### config.mk
export PLATFORM = sky130hd
export DESIGN_NAME = eirq_bridge_ctrl
export DESIGN_NICKNAME = d
export VERILOG_FILES = /design/src/rtl/eirq_pkg.sv /design/src/rtl/eirq_edge_detect.sv /design/src/rtl/eirq_cause_reg.sv /design/src/rtl/eirq_bus_if.sv /design/src/rtl/eirq_bridge_ctrl.sv
export SDC_FILE = /design/constraint.sdc
export NUM_CORES = 1
export LEC_CHECK = 0
export ABC_CLOCK_PERIOD_IN_PS = 2400
export CORE_MARGIN = 5
export CORE_UTILIZATION = 67
export DETAILED_ROUTE_END_ITERATION = 6
export DONT_BUFFER_PORTS = 1
export GPL_ROUTABILITY_DRIVEN = 1
export PLACE_DENSITY = 0.83
export SYNTH_ARGS = -nofsm -noshare
export SYNTH_HDL_FRONTEND = slang
export SYNTH_SLANG_ARGS = --single-unit
### constraint.sdc
create_clock -name clk -period 2.4 [get_ports clk]
set_clock_uncertainty 0.05 [all_clocks]
set_input_delay 0.24 -clock clk [delete_from_list [all_inputs] [get_ports clk]]
set_output_delay 0.24 -clock clk [all_outputs]
set_load 0.005 [all_outputs]
### src/rtl/eirq_pkg.sv
package eirq_pkg;

    typedef enum logic [0:0] {
        BUS_IDLE = 1'b0,
        BUS_RESP = 1'b1
    } bus_state_t;

    localparam int unsigned PEND_OFS = 0;
    localparam int unsigned ENAB_OFS = 4;

endpackage

### src/rtl/eirq_edge_detect.sv
module eirq_edge_detect #(
    parameter int unsigned W   = 32,
    parameter int unsigned NUM = 32
) (
    input  logic         clk,
    input  logic         rst_n,
    input  logic [W-1:0] sig_i,
    output logic [W-1:0] rise_o
);

    for (genvar i = 0; i < W; i++) begin : g_bit
        if (i < NUM) begin : g_impl
            logic prev_q;
            always_ff @(posedge clk) begin
                if (!rst_n) prev_q <= 1'b0;
                else        prev_q <= sig_i[i];
            end
            assign rise_o[i] = sig_i[i] & ~prev_q;
        end else begin : g_none
            assign rise_o[i] = 1'b0;
        end
    end

endmodule

### src/rtl/eirq_cause_reg.sv
module eirq_cause_reg #(
    parameter int unsigned W   = 32,
    parameter int unsigned NUM = 32
) (
    input  logic         clk,
    input  logic         rst_n,
    input  logic [W-1:0] rise_i,
    input  logic         clr_en_i,
    input  logic [W-1:0] clr_data_i,
    output logic [W-1:0] pend_o
);

    logic [W-1:0] pend_q;

    for (genvar i = 0; i < W; i++) begin : g_bit
        if (i < NUM) begin : g_impl
            logic keep;
            assign keep = ~clr_en_i | clr_data_i[i];
            always_ff @(posedge clk) begin
                if (!rst_n) pend_q[i] <= 1'b0;
                else        pend_q[i] <= (pend_q[i] & keep) | rise_i[i];
            end
        end else begin : g_none
            assign pend_q[i] = 1'b0;
        end
    end

    assign pend_o = pend_q;

    AST_EDGE_SETS: assert property (@(posedge clk) disable iff (!rst_n)
        (rise_i != '0) |=> ((pend_q & $past(rise_i)) == $past(rise_i)));

    AST_EDGE_BEATS_CLEAR: assert property (@(posedge clk) disable iff (!rst_n)
        (clr_en_i && ((rise_i & ~clr_data_i) != '0))
        |=> ((pend_q & $past(rise_i & ~clr_data_i)) == $past(rise_i & ~clr_data_i)));

    AST_ONES_KEEP: assert property (@(posedge clk) disable iff (!rst_n)
        clr_en_i |=> ((pend_q & $past(pend_q & clr_data_i)) == $past(pend_q & clr_data_i)));

    AST_ZERO_CLEARS_ALL: assert property (@(posedge clk) disable iff (!rst_n)
        (clr_en_i && clr_data_i == '0 && rise_i == '0) |=> (pend_q == '0));

endmodule

### src/rtl/eirq_bus_if.sv
module eirq_bus_if
    import eirq_pkg::*;
#(
    parameter int unsigned W      = 32,
    parameter int unsigned ADDR_W = 4
) (
    input  logic              clk,
    input  logic              rst_n,
    input  logic              req_i,
    input  logic              we_i,
    input  logic [ADDR_W-1:0] addr_i,
    input  logic [W-1:0]      pend_i,
    input  logic [W-1:0]      enab_i,
    output logic              pend_wr_o,
    output logic              enab_wr_o,
    output logic [W-1:0]      rdata_o,
    output logic              rvalid_o
);

    localparam logic [ADDR_W-1:0] PEND_A = ADDR_W'(PEND_OFS);
    localparam logic [ADDR_W-1:0] ENAB_A = ADDR_W'(ENAB_OFS);

    bus_state_t state_q, state_d;
    logic       rd_req;
    logic [W-1:0] rdata_q, rsel;

    assign rd_req = req_i & ~we_i;

    always_ff @(posedge clk) begin
        if (!rst_n) state_q <= BUS_IDLE;
        else        state_q <= state_d;
    end

    always_comb begin
        state_d = state_q;
        unique case (state_q)
            BUS_IDLE: if (rd_req) state_d = BUS_RESP;
            BUS_RESP: if (!rd_req) state_d = BUS_IDLE;
            default:  state_d = BUS_IDLE;
        endcase
    end

    always_comb begin
        if      (addr_i == PEND_A) rsel = pend_i;
        else if (addr_i == ENAB_A) rsel = enab_i;
        else                       rsel = '0;
    end

    always_ff @(posedge clk) begin
        if (!rst_n)      rdata_q <= '0;
        else if (rd_req) rdata_q <= rsel;
    end

    always_comb begin
        rvalid_o  = (state_q == BUS_RESP);
        rdata_o   = rdata_q;
        pend_wr_o = req_i & we_i & (addr_i == PEND_A);
        enab_wr_o = req_i & we_i & (addr_i == ENAB_A);
    end

    AST_READ_ANSWERS: assert property (@(posedge clk) disable iff (!rst_n)
        rd_req |=> rvalid_o);

    AST_NO_STRAY_RVALID: assert property (@(posedge clk) disable iff (!rst_n)
        !rd_req |=> !rvalid_o);

endmodule

### src/rtl/eirq_bridge_ctrl.sv
module eirq_bridge_ctrl #(
    parameter int unsigned DATA_W  = 32,
    parameter int unsigned NUM_SRC = 32,
    parameter int unsigned ADDR_W  = 4
) (
    input  logic              clk,
    input  logic              rst_n,
    input  logic [DATA_W-1:0] src_i,
    input  logic              bus_req_i,
    input  logic              bus_we_i,
    input  logic [ADDR_W-1:0] bus_addr_i,
    input  logic [DATA_W-1:0] bus_wdata_i,
    output logic [DATA_W-1:0] bus_rdata_o,
    output logic              bus_rvalid_o,
    output logic              irq_o
);

    localparam logic [DATA_W-1:0] IMPL =
        (NUM_SRC >= DATA_W) ? {DATA_W{1'b1}} : ((DATA_W'(1) << NUM_SRC) - DATA_W'(1));

    logic [DATA_W-1:0] rise, pend, enab_q;
    logic              pend_wr, enab_wr;

    eirq_edge_detect #(.W(DATA_W), .NUM(NUM_SRC)) u_edge (
        .clk    (clk),
        .rst_n  (rst_n),
        .sig_i  (src_i),
        .rise_o (rise)
    );

    eirq_cause_reg #(.W(DATA_W), .NUM(NUM_SRC)) u_pend (
        .clk        (clk),
        .rst_n      (rst_n),
        .rise_i     (rise),
        .clr_en_i   (pend_wr),
        .clr_data_i (bus_wdata_i),
        .pend_o     (pend)
    );

    eirq_bus_if #(.W(DATA_W), .ADDR_W(ADDR_W)) u_bus (
        .clk       (clk),
        .rst_n     (rst_n),
        .req_i     (bus_req_i),
        .we_i      (bus_we_i),
        .addr_i    (bus_addr_i),
        .pend_i    (pend),
        .enab_i    (enab_q),
        .pend_wr_o (pend_wr),
        .enab_wr_o (enab_wr),
        .rdata_o   (bus_rdata_o),
        .rvalid_o  (bus_rvalid_o)
    );

    always_ff @(posedge clk) begin
        if (!rst_n)       enab_q <= '0;
        else if (enab_wr) enab_q <= bus_wdata_i & IMPL;
    end

    assign irq_o = |(pend & enab_q);

    AST_IRQ_NEEDS_ENABLE: assert property (@(posedge clk) disable iff (!rst_n)
        irq_o |-> (enab_q != '0));

    AST_IRQ_NEEDS_PENDING: assert property (@(posedge clk) disable iff (!rst_n)
        irq_o |-> (pend != '0));

endmodule

Word-level counts from Yosys, hierarchy flattened
Cells that the tools add are included.
{"block": "op_classes", "add_sub_neg": 0, "mul": 0, "div_mod_pow": 0, "order_cmp": 0, "eq_ne": 1, "n_shift": 0, "n_mux": 3, "bitwise": 167, "n_reduce_logical": 2}
{"cell": "$and 1x1->1", "count": 68}
{"cell": "$mux 32", "count": 2}
{"cell": "$or 1x1->1", "count": 64}
{"cell": "$not 1->1", "count": 34}
{"cell": "$and 32x32->32", "count": 1}
{"cell": "$reduce_or 32->1", "count": 1}
{"cell": "$eq 4x3->1 const B", "count": 1}
{"cell": "$logic_not 4->1", "count": 1}
{"cell": "$mux 1", "count": 1}
{"block": "totals", "regBits": 129, "latchBits": 0, "mem_bits_rw": 0, "romBits": 0, "out_inout_bits": 34, "elab_cells": 240, "mem_count": 0}

Depth between registers and ports, before layout
Gate-level depths: netlist of the first run.
{"block": "depth", "depth_word": 6, "mapped_depth": 5, "depth_no_buf": 3}

By module
A second synthesis of the first run with hierarchy kept.
{"block": "unflattened", "hier_cells": 509, "area_unflattened_um2": 5572.8}
{"mod": "eirq_bus_if", "instances": 1, "cells_each": 152, "area_per_inst_um2": 1747.9, "seq_area_each_um2": 660.6}
{"mod": "eirq_cause_reg", "instances": 1, "cells_each": 134, "area_per_inst_um2": 1370.1, "seq_area_each_um2": 640.6}
{"mod": "eirq_bridge_ctrl", "instances": 1, "cells_each": 124, "area_per_inst_um2": 1362.6, "seq_area_each_um2": 640.6}
{"mod": "eirq_edge_detect", "instances": 1, "cells_each": 99, "area_per_inst_um2": 1092.3, "seq_area_each_um2": 640.6}

Worst setup path before layout of the first run
No wires, ideal clock.
{"block": "synth_timing", "path_type": "input to register", "from": "input port bus_addr_i[3]", "to": "register u_pend.pend_q[0], in the netlist u_pend.pend_o[0]", "t_arrival_ns": 1.327, "t_required_ns": 2.228, "path_slack_ns": 0.901, "path_stages": 5, "path_buffers": 2, "path_cell_list": "or4_1 buf_2 buf_6 nor4_1 nor2_1"}
{"block": "synth_via", "elab_chain_cells": 6}
{"item": "from (decl)", "line_no": "eirq_bridge_ctrl.sv:11", "source": "input logic [ADDR_W-1:0] bus_addr_i,"}
{"item": "$logic_not 4->1", "line_no": "eirq_bus_if.sv:57", "source": "pend_wr_o = req_i & we_i & (addr_i == PEND_A);"}
{"item": "$and 1x1->1", "line_no": "eirq_bus_if.sv:57"}
{"item": "$not 1->1", "line_no": "eirq_cause_reg.sv:18", "source": "assign keep = ~clr_en_i | clr_data_i[i];"}
{"item": "$or 1x1->1", "line_no": "eirq_cause_reg.sv:18"}
{"item": "$and 1x1->1", "line_no": "eirq_cause_reg.sv:21", "source": "else pend_q[i] <= (pend_q[i] & keep) | rise_i[i];"}
{"item": "$or 1x1->1", "line_no": "eirq_cause_reg.sv:21"}
{"item": "to (signal, indexed assignment)", "line_no": "eirq_cause_reg.sv:21"}
{"item": "to (decl)", "line_no": "eirq_cause_reg.sv:13", "source": "logic [W-1:0] pend_q;"}
Every way passes these cells.
A chain may end at the register's enable or synchronous reset.

Worst setup path after layout of the first run
{"block": "layout_timing", "from": "register u_pend.pend_q[17], in the netlist u_pend.pend_o[17]", "to": "output port irq_o"}
{"block": "layout_via", "elab_chain_cells": 2}
{"item": "$and 32x32->32", "line_no": "eirq_bridge_ctrl.sv:59", "source": "assign irq_o = |(pend & enab_q);"}
{"item": "$reduce_or 32->1", "line_no": "eirq_bridge_ctrl.sv:59"}
{"item": "to (decl)", "line_no": "eirq_bridge_ctrl.sv:15", "source": "output logic irq_o"}
Every way passes these cells.

==> metrics.log, run 1 <==
[metrics] family with the most delay on the worst path: simple AND/OR/NAND/NOR gates
[metrics] gr ovfl total: 0
[metrics] startpoint of the worst-slack reg-to-reg timing path: u_edge.g_bit[24].g_impl.prev_q
[metrics] Mapped Avg Cell Area: between 8 and 9 um^2
[metrics] via density per instance: 7.05
[metrics] standard cell core area: a little over 0.007 mm^2
[metrics] power after layout: approximately 5.6 mW
[metrics] f_max: 449 MHz
[metrics] wire length per cell: 24.3 um
[metrics] chip width: a little under 100 um
[metrics] cell types occupying the most area after synthesis: sky130_fd_sc_hd__dfxtp_1, sky130_fd_sc_hd__o21ai_0, sky130_fd_sc_hd__a221oi_1
[metrics] Area growth, synth to finish: 31.5%
[metrics] power dissipated by switching net loads: 1.28 mW
[metrics] Final Hold Fails: 1
[metrics] Worst-Margin Slew: about 1100 ps
[metrics] worst hold path startpoint: src_i[6]
[metrics] TritonCTS clock tree: done
[metrics] Reg clk slew, reported paths: 60 ps
[metrics] M1 WL: 6070 um
[metrics] Critical path buffers and inverters: 0
[metrics] switching share of power: 23.1%
[metrics] share of cells above drive strength 1: under 10%
[metrics] sequential power share: a little over two fifths
[metrics] clock latency on the worst-skew pair: 520 ps
[metrics] status: complete, but fails checks
[metrics] post-synthesis cell area: around 0.005 mm^2
[metrics] synth cell count leaders: sky130_fd_sc_hd__dfxtp_1, sky130_fd_sc_hd__o21ai_0, sky130_fd_sc_hd__nor2_1
[metrics] Setup Buffers After CTS: 0
[metrics] final sum of negative setup slack: 0 ps
[metrics] largest fanout on the critical path: 3
[metrics] starting utilization of the core area: between 60 and 70%
[metrics] setup violators final: 0
[metrics] global-route wire length before repair: 27900 um
[metrics] most instantiated library cell after synthesis: sky130_fd_sc_hd__dfxtp_1
[metrics] Syn Inst Count: 558
[metrics] unique cell type count in the Yosys netlist: 21
[metrics] count of flip-flops with a built-in enable after synthesis: 0
[metrics] total of buffers placed on input and output ports: 0
[metrics] violations in the final reports: negative hold slack
[metrics] highest routed metal layer: met4
[metrics] internal cell power: around 4.3 mW
[metrics] master cell of the clock root buffer: sky130_fd_sc_hd__clkbuf_8
[metrics] hold slack: -7.72 ps
[metrics] final-report max-slew violation count: 0
[metrics] proportion of power drawn by combinational gates: between 7 and 8%
[metrics] Remaining DRCs: 0
[metrics] sinks on the clock net: approximately 130
[metrics] dominant synthesized flop cell: sky130_fd_sc_hd__dfxtp_1
[metrics] Power Density: 844 mW/mm^2
[metrics] global-route total usage across every layer: about two fifths
[metrics] number of synthesized register bits: between 100 and 150
[metrics] area share of the leading cell type in the synthesized netlist: between 50% and 60%
[metrics] number of hold buffers added after CTS: 93
[metrics] leakage power figure: ~2.5 nW
[metrics] number of inserted diodes: 0
[metrics] delay of the slowest cell on the worst path: 630 ps
[metrics] final antenna-violating net count: 0
[metrics] share of async-settable or async-resettable flops after synthesis: 0%
[metrics] maximum number of pins on one net before global-route repair: around 100
[metrics] global placer's final weighted congestion: ~0.8
[metrics] share of power burned in the clock network: between 50 and 60%
[metrics] RSZ-0062 raised after global routing: no
[metrics] type of the worst setup path: reg2out
[metrics] maximum VDD drop: slightly above 0.6 mV
[metrics] detailed-route wire length: approximately 18000 um
[metrics] antenna violations before repair: 0
[metrics] post-cts resize count: 0
[metrics] leading area contributor after synthesis: sky130_fd_sc_hd__dfxtp_1
[metrics] number of nets produced by synthesis: 630
[metrics] MaxCap Viol Count: 0
[metrics] crit path DAT: between 1500 and 2000 ps
[metrics] kind of end point of the critical path: primary output
[metrics] number of H-tree levels: 4
[metrics] worst-path cell chain: a22oi_1, nand4_1, or4_1
[metrics] count of standard-cell rows: 31
[metrics] vertical extent of the die: 96.5 um
[metrics] routed wire length on met3: between 2000 and 2500 um
[metrics] Top-Level Pins: ~110
[metrics] post-layout min period: between 2000 and 2500 ps
[metrics] vias post-DR: 5222
[metrics] Worst path slowest cell: sky130_fd_sc_hd__or4_1
[metrics] via count of the first global-routing pass: 5180
[metrics] register area share after synthesis: between 50% and 60%
[metrics] wire length on met2: ~8300 um
[metrics] Max Buffers Root-to-Sink: 2
[metrics] detailed placement HPWL: 8320 um
[metrics] start point of the critical path: u_pend.pend_o[17]
[metrics] count of synthesis-stage warnings from yosys: 0
[metrics] data required time of the worst path: 2110 ps
[metrics] portion of the clock cycle consumed by the worst path in the final layout: between 90 and 100%
[metrics] number of detailed-routing iterations run before antenna repair: 7
[metrics] kind of path behind the tightest hold check: in2reg
[metrics] area of the die: ~0.0093 mm^2
[metrics] NumNets Final: ~700
[metrics] Num CTS Buffers: 17
[metrics] DR iter-0 viols: roughly 900
[metrics] Worst slew margin: 23.7%
[metrics] Setup crit start kind: flip-flop
worst min-delay path: cells and delay by family:
family	cells	cell delay [ps]
simple gates	3	280
cell families after synthesis:
family                 Yosys count  synth area share, %
AO/OA/AOI/OAI                  176                 22.4
AND/OR/NAND/NOR                206                 21.9
buffers and inverters           47                 4.20
flip-flops                     129                 51.6
state kept, by name (all words and copies together), names as in the netlist:
register,count
enab_q,32
u_pend.pend_o,32
u_bus.rdata_o,32
u_bus.rvalid_o,1
u_edge.g_bit.g_impl.prev_q,32
routing by layer:
layer  GRT usage [%]  vias to the layer above
li1                -                     2170
met1            46.0                     2390
met2            64.0                      513
met3            14.1                      149
met4            24.8                        0
met5               0                        -
power by group through the flow:
stage | clock (mW) | combinational (mW) | sequential [mW]
final | 2.79 | 0.420 | 2.34
after global placement | 0 | 0.217 | 2.37
after CTS | 2.72 | 0.385 | 2.33
after detailed placement | 0 | 0.227 | 2.37
after floorplan | 0 | 0.206 | 2.34
after global routing | 2.88 | 0.446 | 2.35
worst paths after layout:
kind	cells past startpoint	slack, ps	end
setup / recovery	3	170	irq_o
hold / removal	3	-8	u_pend.pend_o[6]
setup reg to reg	3	1100	u_pend.pend_o[24]
hold reg to reg	2	450	enab_q[31]
metrics by stage:
step | hold slack (ps) | setup WS [ps] | util, % | instance area [um^2] | instances
after global routing | 21.2 | 160 | 90.8 | 6580 | 741
after detailed placement | 316 | 492 | 68.9 | 5000 | 616
after CTS | 4.46 | 278 | 90.8 | 6580 | 741
final | -7.72 | 174 | 90.8 | 6580 | 741
after floorplan | 312 | 901 | - | 5010 | 558
after global placement | 312 | 634 | 68.9 | 5000 | 616
cell usage in the layout, fill, tap and decap left out:
cell	n
sky130_fd_sc_hd__buf_12	1
sky130_fd_sc_hd__clkinv_4	1
sky130_fd_sc_hd__a21boi_0	19
sky130_fd_sc_hd__nor4_2	1
sky130_fd_sc_hd__clkbuf_16	16
sky130_fd_sc_hd__a22oi_1	16
sky130_fd_sc_hd__bufinv_16	4
sky130_fd_sc_hd__buf_16	1
sky130_fd_sc_hd__nand3_1	32
sky130_fd_sc_hd__nor4b_2	1
sky130_fd_sc_hd__nand2b_1	1
sky130_fd_sc_hd__o21ai_0	96
sky130_fd_sc_hd__clkbuf_8	6
sky130_fd_sc_hd__nor2b_1	32
sky130_fd_sc_hd__dlygate4sd3_1	92
sky130_fd_sc_hd__buf_4	5
sky130_fd_sc_hd__nand4_1	4
sky130_fd_sc_hd__nor4_1	32
sky130_fd_sc_hd__nor2_1	64
sky130_fd_sc_hd__and2_1	34
sky130_fd_sc_hd__a21boi_1	13
sky130_fd_sc_hd__clkinv_2	3
sky130_fd_sc_hd__clkbuf_1	1
sky130_fd_sc_hd__or4b_1	1
sky130_fd_sc_hd__nor2b_2	1
sky130_fd_sc_hd__nand2_2	1
sky130_fd_sc_hd__dfxtp_1	129
sky130_fd_sc_hd__or4_1	2
sky130_fd_sc_hd__clkinvlp_4	1
sky130_fd_sc_hd__a221oi_1	32
cell type report:
| class | count | area, um^2 |
|---|---|---|
| Clock buffer | 23 | 487 |
| Fill cell | 298 | 669 |
| Clock inverter | 9 | 151 |
| Multi-Input combinational cell | 382 | 2230 |
| Timing Repair Buffer | 99 | 1010 |
| Sequential cell | 129 | 2580 |
| Tap cell | 99 | 124 |
Power figures use the tool's default switching activity.
==> run 2, diff against run 1 <==
--- a/config.mk
+++ b/config.mk
@@ -10,2 +10,3 @@
 export CORE_UTILIZATION = 67
+export CTS_BUF_LIST = sky130_fd_sc_hd__clkbuf_16
 export DETAILED_ROUTE_END_ITERATION = 6
--- a/constraint.sdc
+++ b/constraint.sdc
@@ -4,2 +4,2 @@
 set_output_delay 0.24 -clock clk [all_outputs]
-set_load 0.005 [all_outputs]
+set_load 0.02 [all_outputs]
==> run 2 against run 1 <==
- the flow finishes with violations (design-rule violations)
- power shrank 1.8%
- hold slack gained 99 ps
- fmax grew 1.1%
- utilization shrank 0.53 points
- sequential share of layout area grew 0.23 points
- die area is the same
- sequential power grew 2%
- worst setup slack gained 25 ps
- combinational power is essentially flat
- first-iteration DRC count shrank 11%
- largest power group unchanged
==> metrics.log, run 2 (same netlist as run 1, synthesis figures left out) <==
[metrics] internal cell power: 4.16 mW
[metrics] Max Buffers Root-to-Sink: 2
[metrics] chip width: approximately 96 um
[metrics] f_max: approximately 450 MHz
[metrics] Setup crit start kind: flip-flop
[metrics] final antenna-violating net count: 0
[metrics] kind of path behind the tightest hold check: in2reg
[metrics] RSZ-0062 raised after global routing: no
[metrics] wire length per cell: between 20 and 25 um
[metrics] Final Hold Fails: 0
[metrics] Placed Instances: approximately 600
[metrics] maximum VDD drop: 0.587 mV
[metrics] final std cells w/o fill: 741
[metrics] Power Density: 834 mW/mm^2
[metrics] data required time of the worst path: 2110 ps
[metrics] Num CTS Buffers: 17
[metrics] startpoint of the worst-slack reg-to-reg timing path: u_pend.pend_o[16]
[metrics] Cell Area, Placed: around 0.005 mm^2
[metrics] total of buffers placed on input and output ports: 0
[metrics] crit path DAT: approximately 1900 ps
[metrics] global placer's final weighted congestion: between 0.8 and 0.9
[metrics] Worst slew margin: roughly a fifth
[metrics] Post-Layout Inst Area: roughly 0.0065 mm^2
[metrics] post-cts resize count: 0
[metrics] number of detailed-routing iterations run before antenna repair: 7
[metrics] Remaining DRCs: 1
[metrics] number of inserted diodes: 0
[metrics] global-route total usage across every layer: about two fifths
[metrics] start point of the critical path: u_pend.pend_o[28]
[metrics] gr ovfl total: 0
[metrics] detailed-route wire length: roughly 18000 um
[metrics] TritonCTS clock tree: done
[metrics] MaxCap Viol Count: 0
[metrics] Area growth, synth to finish: 30.7%
[metrics] post-layout min period: about 2200 ps
[metrics] via density per instance: about 7.1
[metrics] power after layout: 5.46 mW
[metrics] antenna violations before repair: 0
[metrics] largest fanout on the critical path: 3
[metrics] number of fill cells in the layout: around 330
[metrics] setup violators final: 0
[metrics] switching share of power: between 20% and 30%
[metrics] via count of the first global-routing pass: 5315
[metrics] DR iter-0 viols: between 800 and 900
[metrics] Sequential cell area: roughly 0.0026 mm^2
[metrics] count of standard-cell rows: 31
[metrics] detailed placement HPWL: between 8000 and 9000 um
[metrics] kind of end point of the critical path: primary output
[metrics] area taken by multi-input logic gates: ~0.0022 mm^2
[metrics] sequential power share: a little over two fifths
[metrics] final sum of negative setup slack: 0 ps
[metrics] maximum number of pins on one net before global-route repair: between 100 and 150
[metrics] status: complete, but fails checks
[metrics] area of the die: between 0.009 and 0.01 mm^2
[metrics] proportion of power drawn by combinational gates: ~7.7%
[metrics] final-report max-slew violation count: 0
[metrics] NumNets Final: roughly 700
[metrics] starting utilization of the core area: 69.1%
[metrics] most common cell after layout, fill and taps aside: sky130_fd_sc_hd__dfxtp_1
[metrics] leakage power figure: ~2.5 nW
[metrics] sinks on the clock net: 129
[metrics] hold slack: 90.8 ps
[metrics] type of the worst setup path: reg2out
[metrics] vertical extent of the die: a little under 100 um
[metrics] worst hold path startpoint: src_i[11]
[metrics] clock latency on the worst-skew pair: between 400 and 500 ps
[metrics] Reg clk slew, reported paths: 60 ps
[metrics] Top-Level Pins: about 110
[metrics] share of cells above drive strength 1: 5.76%
[metrics] share of power burned in the clock network: a little under 50%
[metrics] number of H-tree levels: 4
[metrics] master cell of the clock root buffer: sky130_fd_sc_hd__clkbuf_16
[metrics] standard cell core area: between 0.007 and 0.008 mm^2
[metrics] violations in the final reports: design-rule violations
[metrics] global-route wire length before repair: roughly 28000 um
[metrics] Worst-Margin Slew: 1200 ps
[metrics] commonest cells after routing, fill and taps aside: sky130_fd_sc_hd__dfxtp_1, sky130_fd_sc_hd__o21ai_0, sky130_fd_sc_hd__dlygate4sd3_1
[metrics] portion of the clock cycle consumed by the worst path in the final layout: roughly 90%
[metrics] vias post-DR: 5233
[metrics] power dissipated by switching net loads: between 1 and 1.5 mW
run 2: repair_timing:
action | in CTS | in global routing
hold endpoints to repair | 129 | 0
setup buffers | 0 | 0
hold buffers | 93 | 0
run 2: worst max-delay path, stage by stage, from the launching register on:
cell,delay [ps]
sky130_fd_sc_hd__dfxtp_1,330
sky130_fd_sc_hd__a22oi_1,280
sky130_fd_sc_hd__nand4_1,160
sky130_fd_sc_hd__or4_1,710
run 2: cell type report:
cell class	instances	area share (%)
sequential	129	39.5
multi-input combinational	382	34.1
timing repair buffer	99	15.4
clock buffer	17	6.50
clock inverter	15	2.66
tap	99	1.89
run 2: final timing paths:
path / to / slack [ps] / cells after the start
setup / recovery: irq_o / 200 / 3
hold / removal: u_pend.pend_o[11] / 90 / 3
setup reg to reg: u_bus.rdata_o[16] / 1240 / 2
hold reg to reg: enab_q[21] / 470 / 2
run 2: per-stage QoR:
stage,setup WS [ps],utilization (%)
after floorplan,901,-
after detailed placement,492,68.9
after global routing,168,90.2
final,199,90.2
after CTS,293,90.2
after global placement,634,68.9
run 2: routing by layer:
layer	track usage, %	vias to the layer above	part of all wire, %
met5	0	-	0
met4	24.9	0	7.7
met3	14.3	162	13
met2	65.6	485	47
met1	45.5	2412	33
li1	-	2174	-
run 2: power by group through the flow:
stage	sequential (mW)	combinational, mW	clock, mW
CTS	2.37	0.384	2.61
detailed placement	2.41	0.228	0
global placement	2.41	0.218	0
global route	2.38	0.449	2.75
floorplan	2.38	0.207	0
finish	2.38	0.420	2.66
